--- config.mk ---
export PLATFORM = sky130hd
export DESIGN_NAME = busreq_pin_ctl
export DESIGN_NICKNAME = d
export VERILOG_FILES = /design/src/rtl/pinctl_pkg.sv /design/src/rtl/pinctl_cfg_regs.sv /design/src/rtl/pinctl_req_gen.sv /design/src/rtl/pinctl_pin_mux.sv /design/src/rtl/busreq_pin_ctl.sv
export SDC_FILE = /design/constraint.sdc
export NUM_CORES = 1
export LEC_CHECK = 0
export BUFFER_PORTS_ARGS = -buffer_cell sky130_fd_sc_hd__clkbuf_2
export CELL_PAD_IN_SITES_DETAIL_PLACEMENT = 1
export CELL_PAD_IN_SITES_GLOBAL_PLACEMENT = 1
export CORE_AREA = 5 5 42 44
export DETAILED_ROUTE_END_ITERATION = 10
export DIE_AREA = 0 0 47 49
export PLACE_DENSITY_LB_ADDON = 0.1
export SLEW_MARGIN = 20
export SYNTH_ARGS = -nofsm -noshare
export SYNTH_HDL_FRONTEND = slang
export SYNTH_SLANG_ARGS = --single-unit
--- constraint.sdc ---
create_clock -name clk -period 1.1 [get_ports clk]
set_input_delay 0.22 -clock clk [delete_from_list [all_inputs] [get_ports clk]]
set_output_delay 0.22 -clock clk [all_outputs]
set_load 0.1 [all_outputs]
--- src/rtl/pinctl_pkg.sv ---
package pinctl_pkg;
  localparam int CFG_SEL_W = 2;

  typedef enum logic [CFG_SEL_W-1:0] {
    SEL_FUNC  = 2'd0,
    SEL_DRIVE = 2'd1,
    SEL_LEVEL = 2'd2,
    SEL_NONE  = 2'd3
  } cfg_sel_e;

  typedef struct packed {
    logic func_req;  // 1: pin shows bus request
    logic drive;     // 1: pin driven
    logic level;     // value driven in port mode
  } pin_cfg_t;
endpackage

--- src/rtl/pinctl_cfg_regs.sv ---
module pinctl_cfg_regs
  import pinctl_pkg::*;
#(
  parameter logic LEVEL_RST = 1'b1
) (
  input  logic                 clk,
  input  logic                 rst_n,
  input  logic                 lock,
  input  logic                 we,
  input  logic [CFG_SEL_W-1:0] sel,
  input  logic                 wdata,
  output pin_cfg_t             cfg
);
  pin_cfg_t cfg_q, cfg_d;
  logic     cfg_en;

  assign cfg_en = we && !lock;

  always_comb begin
    cfg_d = cfg_q;
    unique case (cfg_sel_e'(sel))
      SEL_FUNC:  cfg_d.func_req = wdata;
      SEL_DRIVE: cfg_d.drive    = wdata;
      SEL_LEVEL: cfg_d.level    = wdata;
      SEL_NONE:  cfg_d          = cfg_q;
      default:   cfg_d          = cfg_q;
    endcase
  end

  always_ff @(posedge clk or negedge rst_n) begin
    if (!rst_n) begin
      cfg_q.func_req <= 1'b0;
      cfg_q.drive    <= 1'b0;
      cfg_q.level    <= LEVEL_RST;
    end else if (cfg_en) begin
      cfg_q <= cfg_d;
    end
  end

  assign cfg = cfg_q;
endmodule

--- src/rtl/pinctl_req_gen.sv ---
module pinctl_req_gen (
  input  logic clk,
  input  logic rst_n,
  input  logic hold_active,
  input  logic xfer_pending,
  output logic req_q
);
  logic req_d;

  assign req_d = hold_active && xfer_pending;

  always_ff @(posedge clk or negedge rst_n) begin
    if (!rst_n) req_q <= 1'b0;
    else        req_q <= req_d;
  end
endmodule

--- src/rtl/pinctl_pin_mux.sv ---
module pinctl_pin_mux
  import pinctl_pkg::*;
(
  input  logic     hold_en,
  input  pin_cfg_t cfg,
  input  logic     req_q,
  output logic     pin_o,
  output logic     pin_oe
);
  logic show_req;

  assign show_req = hold_en || cfg.func_req;

  always_comb begin
    if (show_req) begin
      pin_o  = !req_q;
      pin_oe = 1'b1;
    end else begin
      pin_o  = cfg.level;
      pin_oe = cfg.drive;
    end
  end
endmodule

--- src/rtl/busreq_pin_ctl.sv ---
module busreq_pin_ctl
  import pinctl_pkg::*;
#(
  parameter int   SYNC_STAGES = 2,
  parameter logic LEVEL_RST   = 1'b1
) (
  input  logic                 clk,
  input  logic                 rst_n,
  input  logic                 hold_active,
  input  logic                 xfer_pending,
  input  logic                 hold_en,
  input  logic                 cfg_we,
  input  logic [CFG_SEL_W-1:0] cfg_sel,
  input  logic                 cfg_wdata,
  output logic                 pin_o,
  output logic                 pin_oe
);
  localparam int SYNC_MSB = SYNC_STAGES - 1;

  logic [SYNC_MSB:0] rst_sync_q;
  logic              rst_sync_n;
  pin_cfg_t          cfg;
  logic              req_q;

  generate
    if (SYNC_STAGES == 1) begin : g_sync1
      always_ff @(posedge clk or negedge rst_n) begin
        if (!rst_n) rst_sync_q <= 1'b0;
        else        rst_sync_q <= 1'b1;
      end
    end else begin : g_syncn
      always_ff @(posedge clk or negedge rst_n) begin
        if (!rst_n) rst_sync_q <= '0;
        else        rst_sync_q <= {rst_sync_q[SYNC_MSB-1:0], 1'b1};
      end
    end
  endgenerate

  assign rst_sync_n = rst_sync_q[SYNC_MSB];

  pinctl_cfg_regs #(.LEVEL_RST(LEVEL_RST)) u_cfg (
    .clk   (clk),
    .rst_n (rst_sync_n),
    .lock  (hold_en),
    .we    (cfg_we),
    .sel   (cfg_sel),
    .wdata (cfg_wdata),
    .cfg   (cfg)
  );

  pinctl_req_gen u_req (
    .clk          (clk),
    .rst_n        (rst_sync_n),
    .hold_active  (hold_active),
    .xfer_pending (xfer_pending),
    .req_q        (req_q)
  );

  pinctl_pin_mux u_mux (
    .hold_en (hold_en),
    .cfg     (cfg),
    .req_q   (req_q),
    .pin_o   (pin_o),
    .pin_oe  (pin_oe)
  );
endmodule

==> results by group <==
Drt
  – Via Count: 203
  – DR WL/cell: 11.0 microns
  – Number of routed nets with antenna violations: 0
  – Final wirelength: 541 microns
  – TritonRoute pass-1 iters: 2
  – Initial DRC count: 6
  – Remaining DRCs: 0
  – Vias per inst: 4.14

Run status
  – Failing checks: setup timing
  – Outcome: finished, violations left

Power and ir drop
  – Total power: 0.722 mW
  – P_leak: 0.191 nW
  – Pwr/cell area: 1720 mW/mm^2
  – Peak supply drop: 0.553 mV

Global routing
  – First-pass GRT wire length: 883 microns
  – Vias in the first global route: 232
  – Grt total ovfl: 0
  – Antenna violations before repair: 0
  – GR Util All Layers: 5.59%
  – Pin count of the biggest net entering global routing: 7

Job
  – Max-Cap Viols: 0

Timing
  – Hold Worst Slack: 41.2 ps
  – Final hold vios: 0
  – Final Setup Violations: 2
  – Slew Viols, Final: 0
  – Fin worst setup slack: -309 ps
  – Clock skew: 10.4 ps
  – Fmax: 710 MHz
  – Final worst path period need: 1410 ps
  – Period Utilization, post-route: 128%
  – RSZ-0062 raised after global routing: yes

Yosys
  – Main synth FF type: dfrtp_1
  – Synth top area share: 47.2%
  – Most frequent cell after synthesis: dfrtp_1
  – Syn. warnings: 0
  – Synth area leaders: dfrtp_1, nor4bb_2, dfstp_2, mux2_1, nor4b_2
  – Mapped cell area: 265 sq um
  – EDFF count, synth: 0
  – Area leader, netlist: dfrtp_1
  – Post-Syn Nets: 26
  – Most frequent cells after synthesis: dfrtp_1, mux2_1, nor4bb_2
  – Post-synthesis sequential area ratio: 57.1%
  – Average footprint of a synthesized cell: 15.6 sq um
  – Yosys cell types: 11
  – Seq cells post-synth: 6
  – Cell count after synthesis: 17
  – Asr flop ratio synth: 100%

Finish
  – Ant. Diodes: 0
  – Layout cell share with drive strength beyond 1: 63.6%
  – Layout Nets: 43
  – Area Overhead vs Synth: 58.5%

Clock network
  – H-Tree Level Count: 1
  – Max Buffers Root-to-Sink: 2
  – Worst-path clk slew: 50 ps
  – CTS root buf: clkbuf_4
  – CTS buffer count: 3
  – CTS tree: yes
  – CTS Sinks: 6
  – Clock latency on the worst-skew pair: 240 ps

Critical path
  – WS Path Type: reg2out
  – R2R depth: 2
  – CP max stage delay: 420 ps
  – Setup crit start kind: flip-flop
  – CP arrival: 1190 ps
  – Bufs and invs on worst path: 1
  – Worst-path fanout max: 4
  – WP depth: 2
  – Delay-heaviest family, CP: flip-flops
  – CP Cell Sequence: or3_4, buf_12
  – Slowest stage cell, crit path: dfrtp_1
  – Worst Path Required: 880 ps
  – CP endpoint kind: output port

Place
  – GPL Wtd Cong: 0.667
  – Hpwl dp: 474 microns
  – IO Port Bufs: 10

Floorplanning
  – Rows: 14
  – Die outline area: 0.00230 sq mm
  – IO Pins: 11
  – Chip Width: 47 microns
  – Core ar.: 0.00140 sq mm
  – Starting Density: 18.9%
  – Die Y: 49 microns

Hold path
  – HP Class: reg2async
metal layers:
metal | vias up | track usage, % | share of wire [%]
li1 | 94 | - | -
met1 | 101 | 5.37 | 37
met4 | 0 | 2.76 | 0
met5 | - | 0 | 0
met2 | 8 | 8.37 | 50
met3 | 0 | 4.43 | 12
placed cells by master, fill, tap and decap left out:
cell,count
dfrtp_1,5
o21ai_1,1
clkbuf_2,8
conb_1,1
buf_12,2
clkbuf_1,1
o31a_4,1
buf_4,1
dlygate4sd3_1,1
and2_1,1
dfstp_2,1
nor4bb_2,2
nor4b_2,1
or3_4,1
clkbuf_4,3
mux2_2,1
mux2_1,2
power breakdown:
part / leakage, nW / internal [mW] / switching [mW]
Sequential: 0.0707 / 0.257 / 0.0232
Combinational: 0.105 / 0.104 / 0.122
Clock: 0.0150 / 0.137 / 0.0785
Total: 0.191 / 0.499 / 0.223
per-stage QoR:
| step | instance area [sq um] | worst slack (ps) | setup TNS [ps] | cells | utilization (%) |
|---|---|---|---|---|---|
| after global routing | 420 | -353 | -699 | 49 | 30.0 |
| after floorplan | 277 | -27.7 | -34.1 | 17 | - |
| after detailed placement | 377 | -86.1 | -297 | 43 | 26.9 |
| final | 420 | -309 | -612 | 49 | 30.0 |
| after global placement | 377 | -80.4 | -259 | 43 | 26.9 |
| after CTS | 420 | -316 | -625 | 49 | 30.0 |
flip-flops by register name, summed over array words and instances (netlist names):
| signal | cells |
|---|---|
| u_cfg.cfg | 3 |
| rst_sync_q | 2 |
| u_req.req_q | 1 |
logic make-up (layout without fill, tap and decap cells):
logic type	Yosys count	in the layout	share of synthesized area, %
compound gates	2	2	5.66
buf+inv	0	16	0
flops	6	6	57.1
mux	3	3	12.7
other cells	1	1	1.41
simple gates	5	5	23.1
repair_timing:
item,4_1_cts,5_1_grt
hold endpoints to repair,2,0
pin swaps,2,0
setup buffers,1,0
hold buffers,1,0
resized for setup,0,0
endpoints found under the setup margin,2,2
path summary, 6_finish.rpt:
path                                from       endpoint  slack, ps
setup / recovery            u_cfg.cfg[2]         pin_oe       -310
hold / removal             rst_sync_q[1]   u_cfg.cfg[2]         40
setup reg to reg            u_cfg.cfg[2]   u_cfg.cfg[2]        170
hold reg to reg            rst_sync_q[1]   u_cfg.cfg[2]         40
max in group asynchronous          rst_n  rst_sync_q[1]        700
min in group clk            xfer_pending    u_req.req_q        190
final cells by class:
type / count / area (sq um)
fill: 167 / 981
sequential: 6 / 151
multi-input combinational: 11 / 125
timing repair buffer: 12 / 97.6
clock buffer: 4 / 26.3
tap: 16 / 20.0
Note: power is estimated with default switching activity, not from simulation.
